==> config.mk <==
export PLATFORM = sky130hd
export DESIGN_NAME = serial_audio_rx
export DESIGN_NICKNAME = d
export VERILOG_FILES = /design/src/rtl/sarx_pkg.sv /design/src/rtl/sarx_sync.sv /design/src/rtl/sarx_framer.sv /design/src/rtl/sarx_capture.sv /design/src/rtl/serial_audio_rx.sv
export SDC_FILE = /design/constraint.sdc
export NUM_CORES = 1
export LEC_CHECK = 0
export ABC_AREA = 0
export BUFFER_PORTS_ARGS = -buffer_cell sky130_fd_sc_hd__buf_2
export CAP_MARGIN = 20
export CORE_MARGIN = 1.5
export CORE_UTILIZATION = 45
export DETAILED_ROUTE_END_ITERATION = 10
export PLACE_DENSITY_LB_ADDON = 0.15
export SETUP_SLACK_MARGIN = 0.15
export SKIP_LAST_GASP = 1
export SLEW_MARGIN = 20
export SYNTH_ARGS = -nofsm -noshare
export SYNTH_HDL_FRONTEND = slang
export SYNTH_SLANG_ARGS = --single-unit
==> constraint.sdc <==
create_clock -name clk -period 3.5 [get_ports clk]
set_input_delay 0.35 -clock clk [delete_from_list [all_inputs] [get_ports clk]]
set_output_delay 0.35 -clock clk [all_outputs]
set_load 0.02 [all_outputs]
==> src/rtl/sarx_pkg.sv <==
package sarx_pkg;
  localparam logic [2:0] FMT_LSB16 = 3'b000;
  localparam logic [2:0] FMT_LSB20 = 3'b001;
  localparam logic [2:0] FMT_MSB24 = 3'b010;
  localparam logic [2:0] FMT_I2S24 = 3'b011;
  localparam logic [2:0] FMT_LSB24 = 3'b100;

  // Level of word select that marks the left half-frame
  function automatic logic left_level(input logic [2:0] f);
    return (f != FMT_I2S24);
  endfunction
endpackage

==> src/rtl/sarx_sync.sv <==
module sarx_sync #(
  parameter int WIDTH  = 3,
  parameter int STAGES = 2
) (
  input  logic             clk,
  input  logic             rst,
  input  logic [WIDTH-1:0] d,
  output logic [WIDTH-1:0] q
);
  logic [WIDTH-1:0] stg [STAGES];

  always_ff @(posedge clk) begin
    if (rst) begin
      for (int i = 0; i < STAGES; i++) stg[i] <= '0;
    end else begin
      stg[0] <= d;
      for (int i = 1; i < STAGES; i++) stg[i] <= stg[i-1];
    end
  end

  assign q = stg[STAGES-1];
endmodule

==> src/rtl/sarx_framer.sv <==
module sarx_framer #(
  parameter int CNT_W = 8
) (
  input  logic             clk,
  input  logic             rst,
  input  logic             sclk_s,
  input  logic             ws_s,
  output logic             bit_stb,
  output logic             ws_chg,
  output logic             ws_last,
  output logic             locked,
  output logic [CNT_W-1:0] pos
);
  localparam logic [CNT_W-1:0] CNT_MAX = '1;

  logic             sclk_d;
  logic             primed_q;
  logic             ws_q;
  logic             locked_q;
  logic [CNT_W-1:0] cnt_q;

  assign bit_stb = sclk_s & ~sclk_d;
  assign ws_chg  = bit_stb & primed_q & (ws_s ^ ws_q);
  assign ws_last = ws_q;
  assign locked  = locked_q;
  // Slot index of the current bit counted from the previous toggle (saturating)
  assign pos     = (cnt_q == CNT_MAX) ? CNT_MAX : cnt_q + 1'b1;

  always_ff @(posedge clk) begin
    if (rst) begin
      sclk_d   <= 1'b0;
      primed_q <= 1'b0;
      ws_q     <= 1'b0;
      locked_q <= 1'b0;
      cnt_q    <= CNT_MAX;
    end else begin
      sclk_d <= sclk_s;
      if (bit_stb) begin
        primed_q <= 1'b1;
        ws_q     <= ws_s;
        if (ws_chg) begin
          cnt_q    <= '0;
          locked_q <= 1'b1;
        end else begin
          cnt_q <= pos;
        end
      end
    end
  end
endmodule

==> src/rtl/sarx_capture.sv <==
module sarx_capture
  import sarx_pkg::*;
#(
  parameter int DW    = 24,
  parameter int CNT_W = 8
) (
  input  logic             clk,
  input  logic             rst,
  input  logic             bit_stb,
  input  logic             bit_sd,
  input  logic             ws_chg,
  input  logic             locked,
  input  logic [CNT_W-1:0] pos,
  input  logic [2:0]       fmt,
  output logic             word_stb,
  output logic [DW-1:0]    word
);
  localparam logic [CNT_W-1:0] POS_MSB_END = CNT_W'(DW - 1);
  localparam logic [CNT_W-1:0] POS_I2S_END = CNT_W'(DW);

  logic [DW-1:0] sh_q;
  logic [DW-1:0] full;

  always_ff @(posedge clk) begin
    if (rst)          sh_q <= '0;
    else if (bit_stb) sh_q <= {sh_q[DW-2:0], bit_sd};
  end

  assign full = {sh_q[DW-2:0], bit_sd};

  always_comb begin
    word_stb = 1'b0;
    word     = '0;
    case (fmt)
      FMT_LSB16: begin
        word_stb = ws_chg & locked;
        word     = {{(DW-16){sh_q[15]}}, sh_q[15:0]};
      end
      FMT_LSB20: begin
        word_stb = ws_chg & locked;
        word     = {{(DW-20){sh_q[19]}}, sh_q[19:0]};
      end
      FMT_LSB24: begin
        word_stb = ws_chg & locked;
        word     = sh_q;
      end
      FMT_MSB24: begin
        word_stb = bit_stb & (pos == POS_MSB_END);
        word     = full;
      end
      FMT_I2S24: begin
        word_stb = bit_stb & (pos == POS_I2S_END);
        word     = full;
      end
      default: begin
        word_stb = 1'b0;
        word     = '0;
      end
    endcase
  end


  word_on_edge_chk: assert property (@(posedge clk) disable iff (rst)
    word_stb |-> bit_stb);


  no_capture_bad_fmt_chk: assert property (@(posedge clk) disable iff (rst)
    word_stb |-> (fmt <= FMT_LSB24));
endmodule

==> src/rtl/serial_audio_rx.sv <==
module serial_audio_rx
  import sarx_pkg::*;
#(
  parameter int DW          = 24,
  parameter int SYNC_STAGES = 2,
  parameter int CNT_W       = 8
) (
  input  logic          clk,
  input  logic          rst,
  input  logic          sclk_in,
  input  logic          ws_in,
  input  logic          sd_in,
  input  logic [2:0]    fmt_in,
  output logic [DW-1:0] left_out,
  output logic [DW-1:0] right_out,
  output logic          valid_out
);
  logic [2:0]       raw_v, syn_v;
  logic             sclk_s, ws_s, sd_s;
  logic             bit_stb, ws_chg, ws_last, locked;
  logic [CNT_W-1:0] pos;
  logic [2:0]       fmt_act;
  logic             word_stb, is_left;
  logic [DW-1:0]    word;
  logic [DW-1:0]    left_hold;
  logic             have_left;

  assign raw_v = {sclk_in, ws_in, sd_in};

  sarx_sync #(.WIDTH(3), .STAGES(SYNC_STAGES)) u_sync (
    .clk(clk), .rst(rst), .d(raw_v), .q(syn_v)
  );
  assign {sclk_s, ws_s, sd_s} = syn_v;

  sarx_framer #(.CNT_W(CNT_W)) u_framer (
    .clk(clk), .rst(rst), .sclk_s(sclk_s), .ws_s(ws_s),
    .bit_stb(bit_stb), .ws_chg(ws_chg), .ws_last(ws_last),
    .locked(locked), .pos(pos)
  );

  sarx_capture #(.DW(DW), .CNT_W(CNT_W)) u_capture (
    .clk(clk), .rst(rst), .bit_stb(bit_stb), .bit_sd(sd_s),
    .ws_chg(ws_chg), .locked(locked), .pos(pos), .fmt(fmt_act),
    .word_stb(word_stb), .word(word)
  );

  // Format is adopted only where a left half-frame begins
  always_ff @(posedge clk) begin
    if (rst) fmt_act <= FMT_I2S24;
    else if (ws_chg && (ws_s == left_level(fmt_in))) fmt_act <= fmt_in;
  end

  assign is_left = (ws_last == left_level(fmt_act));

  always_ff @(posedge clk) begin
    if (rst) begin
      left_hold <= '0;
      have_left <= 1'b0;
      left_out  <= '0;
      right_out <= '0;
      valid_out <= 1'b0;
    end else begin
      valid_out <= 1'b0;
      if (word_stb) begin
        if (is_left) begin
          left_hold <= word;
          have_left <= 1'b1;
        end else if (have_left) begin
          left_out  <= left_hold;
          right_out <= word;
          valid_out <= 1'b1;
          have_left <= 1'b0;
        end
      end
    end
  end


  valid_pulse_chk: assert property (@(posedge clk) disable iff (rst)
    valid_out |=> !valid_out);


  out_hold_chk: assert property (@(posedge clk) disable iff (rst)
    !valid_out |-> ($stable(left_out) && $stable(right_out)));


  fmt_boundary_chk: assert property (@(posedge clk) disable iff (rst)
    !$stable(fmt_act) |-> $past(ws_chg));
endmodule

# Yosys cells after proc, flatten, opt, wreduce, memory -nomap -nowiden
# Memories as Yosys holds them, arrays and structs flattened.
# Cells that the tools add are included.
# totals
n_memories,1
wordCells,56
regBits,113
output_inout_bits,49
ramBits,6
# classes
muxes,11
addsub,1
bitwise,12
n_reduce_logical,8
eq_ne,11
# mem_list
name,words,width,read_ports,rd_clocked_by_memory_dff,wr,line_no,source
u_sync.stg,2,3,2,0,2,sarx_sync.sv:10,logic [WIDTH-1:0] stg [STAGES];
# op_table
operator,count
one-hot mux 24 bit (4 select lines),1
"equality test 8 x 5 -> 1 bit, second input constant",2
2-to-1 mux 8 bit,2
"adder 8 x 1 -> 8 bit, second input constant",1
"equality test 8 bit, second input constant",1
bitwise AND 1 bit,6
"equality test 3 x 2 -> 1 bit, second input constant",2
2-to-1 mux 3 bit,2
"!= test 3 x 2 -> 1 bit, second input constant",2
OR reduction 3 bit,2
2-to-1 mux 1 bit,5
AND reduction 2 bit,2
"equality test 3 x 1 -> 1 bit, second input constant",1
"equality test 3 bit, second input constant",1
zero test 3 bit,1
inverter 1 bit,3
one-hot mux 1 bit (3 select lines),1
AND reduction 3 bit,1
equality test 1 bit,2
OR 1 bit,2
OR reduction 2 bit,1
logical AND 1 bit,1
XOR 1 bit,1

# Logic depth before layout (Yosys ltp)
# logic_depth
depth_word,8
depth_mapped,9
depth_no_buf,7

# By module
# From an unflattened synthesis, not the netlist that was laid out.
# hier_totals
hier_cells,505
area_unflattened_um2,5218.8
# modules_own_cells
mod,cells_each,area_each_um2,instances
serial_audio_rx,288,3153.0,1
sarx_capture,139,1302.5,1
sarx_framer,63,583.1,1
sarx_sync,15,180.2,1

# Worst setup path before layout
# No wires, ideal clock.
# synth_timing
path_kind,flip-flop to flip-flop
startpoint,reg u_framer.cnt_q[0]
endpoint,reg right_out[10]
arrival_ns,2.379
stages_incl_launch_ff,9
setup_ns,0.121
n_path_buf,1
period_less_slack_ns,2.500
t_required_ns,3.379
path_slack_ns,1.000
cell_sequence,dfxtp_1 -> ha_1 -> xor2_1 -> or4b_1 -> o21ba_2 -> a211oi_2 -> nand3_2 -> buf_6 -> mux2_4
# synth_between
elab_chain_cells,6
elab_cells_between_ends,9
cone_classes,1 x add/sub; 3 x eq/ne; 2 x mux; 2 x bitwise; 1 x reduce/logical
# synth_rtl
element,line_no,source
"start, declared",sarx_framer.sv:20,logic [CNT_W-1:0] cnt_q;
"start signal, assigned",sarx_framer.sv:45,cnt_q <= pos;
adder 8 x 1 -> 8 bit or equality test 8 bit (tied branches),sarx_framer.sv:27,assign pos = (cnt_q == CNT_MAX) ? CNT_MAX : cnt_q + 1'b1;
2-to-1 mux 8 bit *,sarx_framer.sv:27,
"equality test 8 x 5 -> 1 bit, on equally long branches","sarx_capture.sv:52, sarx_capture.sv:48",
"bitwise AND 1 bit, on equally long branches","sarx_capture.sv:52, sarx_capture.sv:48",
one-hot mux 1 bit (3 select lines) *,sarx_capture.sv:34,case (fmt)
AND reduction 3 bit (no source line) *,--,
"end signal, assigned",serial_audio_rx.sv:70,right_out <= word;
"end, declared",serial_audio_rx.sv:15,"output logic [DW-1:0] right_out,"
# Every way passes the cells marked *; elsewhere a longest branch is shown, timed or not.
# A chain may end at the register's enable or synchronous reset.

# Worst setup path in the final report
# layout_timing
startpoint,reg u_framer.cnt_q[0]
endpoint,reg right_out[12]
# The elaborated chain is that of the path after synthesis.

==> results.toml <==
[status]
status = "completed"

[floorplan]
die_area_um2 = 12100
core-area_um2 = 11000
rows = 38
die_h_um = 110
io_pins = 57
initial_utilization = 0.468
die_x_um = 110

[synthesis]
synth_edf_count = 0
synth.cell_area_um2 = 5140
syn_nets = 569
yosys_warnings = 0
synth_cell_types = 45
syn-instance-count = 560
synth-seq-cells = 119
synthFlopType = "dfxtp_1"
yosysSeqAreaShare = 0.464
synthArstFlopShare = 0
syn_area_per_cell_um2 = 9.17

[placement]
globalplace.congestion = 0.809
hpwl_um = 6700
dpl-instance-area_um2 = 5500
portBuffers = 56

[sta]
relSlewSlack = 0.565
drv_slew = 0
rsz0062_at_grt = "no"
tns_ns = 0
fmax_mhz = 328
period_share = 0.870
finalSetupViolCount = 0
post-route-min-period_ns = 3.04
worst_pin_slew_ns = 0.652
finalHoldViolCount = 0
finalClockSkew_ns = 0.0128

[route]
drt-vias-per-instance = 5.19
drc = 0
wl_per_cell_um = 14.1
routed-via-count = 3915
ant_nets = 0
drt_wl_total_um = 10600
drt_iter0_drc = 266
firstDrtPassIters = 5

[power_and_ir_drop]
p_clk_frac = 0.547
comb_power_share = 0.034
peakVddDrop_uv = 364
power.density_nw_per_um2 = 536
seqPwrFrac = 0.419
power.internal_w = 0.00262
p_sw_w = 0.000660
p_leak_nw = 2.57
swShare = 0.201

[cts]
tritoncts = "yes"
cts_sinks = 119
cts_buffers = 17
cts_buffer_depth = 2
hold_buffers = 0
cts_setup_buffers = 0
htreeDepth = 4
cts.reportedPaths.clkPinSlew_ns = 0.05
cts_resized = 0
root_buffer = "clkbuf_16"
clock_latency_ns = 0.41

[layout]
finalNetCount = 611
drive_gt1_frac = 0.200
antenna_cells = 0
final_cell_area_um2 = 6120
syn2layout_area_growth_pct = 19.1

[critical_path]
crit_arrival_ns = 3.33
required_ns = 3.79
end_kind = "register"
startpoint_type = "register"
cp_max_fo = 14
worstSetupPathType = "register to register"
r2r_cells = 8

[grt]
grt_overflow = 0
grt_pass1_vias = 3710
grt_max_degree = 78
grt_pass1_wl_um = 17900
antenna_found_initial = 0
grt_usage = 0.192

[hold_path]
min_path_type = "input port to register"
min_path_cells = 2

[flow_run]
drv_cap = 0
[metrics by stage]
stage               power, W  cells  setup WS (ns)  hold WS, ns   util
CTS                  0.00331    755          0.443        0.148  0.557
finish               0.00328    755          0.455        0.158  0.557
global route         0.00338    755          0.204        0.149  0.557
global placement     0.00151    723          0.493        0.421  0.501
floorplan            0.00149    560           1.00        0.414      -
detailed placement   0.00151    723          0.452        0.430  0.501
[cells in the mapped netlist, drive strengths merged, types with 2 or more instances]
library cell	n	area share
buf	12	0.014
nand4	2	0.0024
nand2	75	0.055
mux2i	38	0.074
nand3	9	0.0097
and3	4	0.0049
nand2b	57	0.069
a211o	4	0.0068
o21ba	2	0.0039
o21ai	21	0.020
nor2b	32	0.039
a211oi	4	0.0068
clkbuf	32	0.023
o21bai	5	0.0073
a31oi	4	0.0049
a21oi	45	0.044
or3	3	0.0037
a22oi	20	0.029
inv	2	0.0015
dfxtp	119	0.46
nor2	27	0.020
xor2	5	0.0085
a21o	3	0.0044
nand3b	2	0.0054
mux2	18	0.050
and4	2	0.0034
nor4	3	0.0037
a2111oi	2	0.0071
[cells in the final DEF, fill, tap and decap left out, types with 15 or more instances in the layout]
cell type  count
mux2i_1       38
a22oi_1       20
a21oi_1       45
nor2b_1       31
o21ai_0       20
buf_2         55
dfxtp_1      119
nand2_1       75
nor2_1        27
clkbuf_16     17
nand2b_1      57
mux2_4        15
[worst max-delay path, stage by stage (launching register included)]
cell,delay [ns]
dfxtp_1,0.45
ha_1,0.29
xor2_1,0.10
or4b_1,0.47
o21ba_2,0.24
a211oi_2,0.30
nand3_2,0.44
buf_12,0.34
mux2_4,0.30
[cell families after synthesis]
| group | Yosys count | share of synthesized area |
|---|---|---|
| AOI/OAI and AO/OA | 113 | 0.139 |
| xor gates and xnor gates | 5 | 0.00853 |
| adders and majority gates | 1 | 0.00244 |
| buffers and inverters | 46 | 0.0387 |
| DFF | 119 | 0.464 |
| muxes | 56 | 0.124 |
| and+or+nand+nor | 220 | 0.223 |
[final cells by class]
class	count	area (um2)
clock buffer	24	502
clock inverter	8	118
fill	1002	4860
inverter	2	7.51
multi-input combinational	395	2560
sequential	119	2380
tap	140	175
timing repair buffer	67	378
[path summary, 6_finish.rpt]
check                                                     from                          end  slack (ns)
worst min-delay path                                     sd_in  u_sync.stg[0][0]$_SDFF_PP0_        0.16
worst max-delay path            u_framer.cnt_q[0]$_SDFFE_PP1P_   right_out[12]$_SDFFE_PP0P_        0.46
worst max register to register  u_framer.cnt_q[0]$_SDFFE_PP1P_   right_out[12]$_SDFFE_PP0P_        0.46
worst min register to register     u_sync.stg[0][0]$_SDFF_PP0_  u_sync.stg[0][3]$_SDFF_PP0_        0.44
[sequential cells by signal (all words and copies together) (netlist names)]
register	flops
left_out	24
u_framer.primed_q	1
fmt_act	3
u_framer.sclk_d	1
right_out	24
left_hold	24
u_framer.locked	1
u_sync.stg	6
have_left	1
u_framer.ws_last	1
u_capture.sh_q	24
valid_out	1
u_framer.cnt_q	8
[power groups by stage]
| stage | Sequential, W | Combinational (W) | Clock, W |
|---|---|---|---|
| after floorplan | 0.00140 | 0.0000881 | 0 |
| after global placement | 0.00140 | 0.000109 | 0 |
| after detailed placement | 0.00140 | 0.000111 | 0 |
| after CTS | 0.00137 | 0.000111 | 0.00183 |
| after global routing | 0.00137 | 0.000125 | 0.00189 |
| final | 0.00137 | 0.000111 | 0.00179 |
[per-layer routing]
metal	wire length (um)	up-vias	part of all wire	GRT usage
met1	4930	1824	0.46	0.248
met2	5130	88	0.48	0.306
met3	489	6	0.046	0.0480
li1	-	1997	-	-
met5	0	-	0	0
met4	90	0	0.0085	0.0761
(Power assumes the default switching activity.)
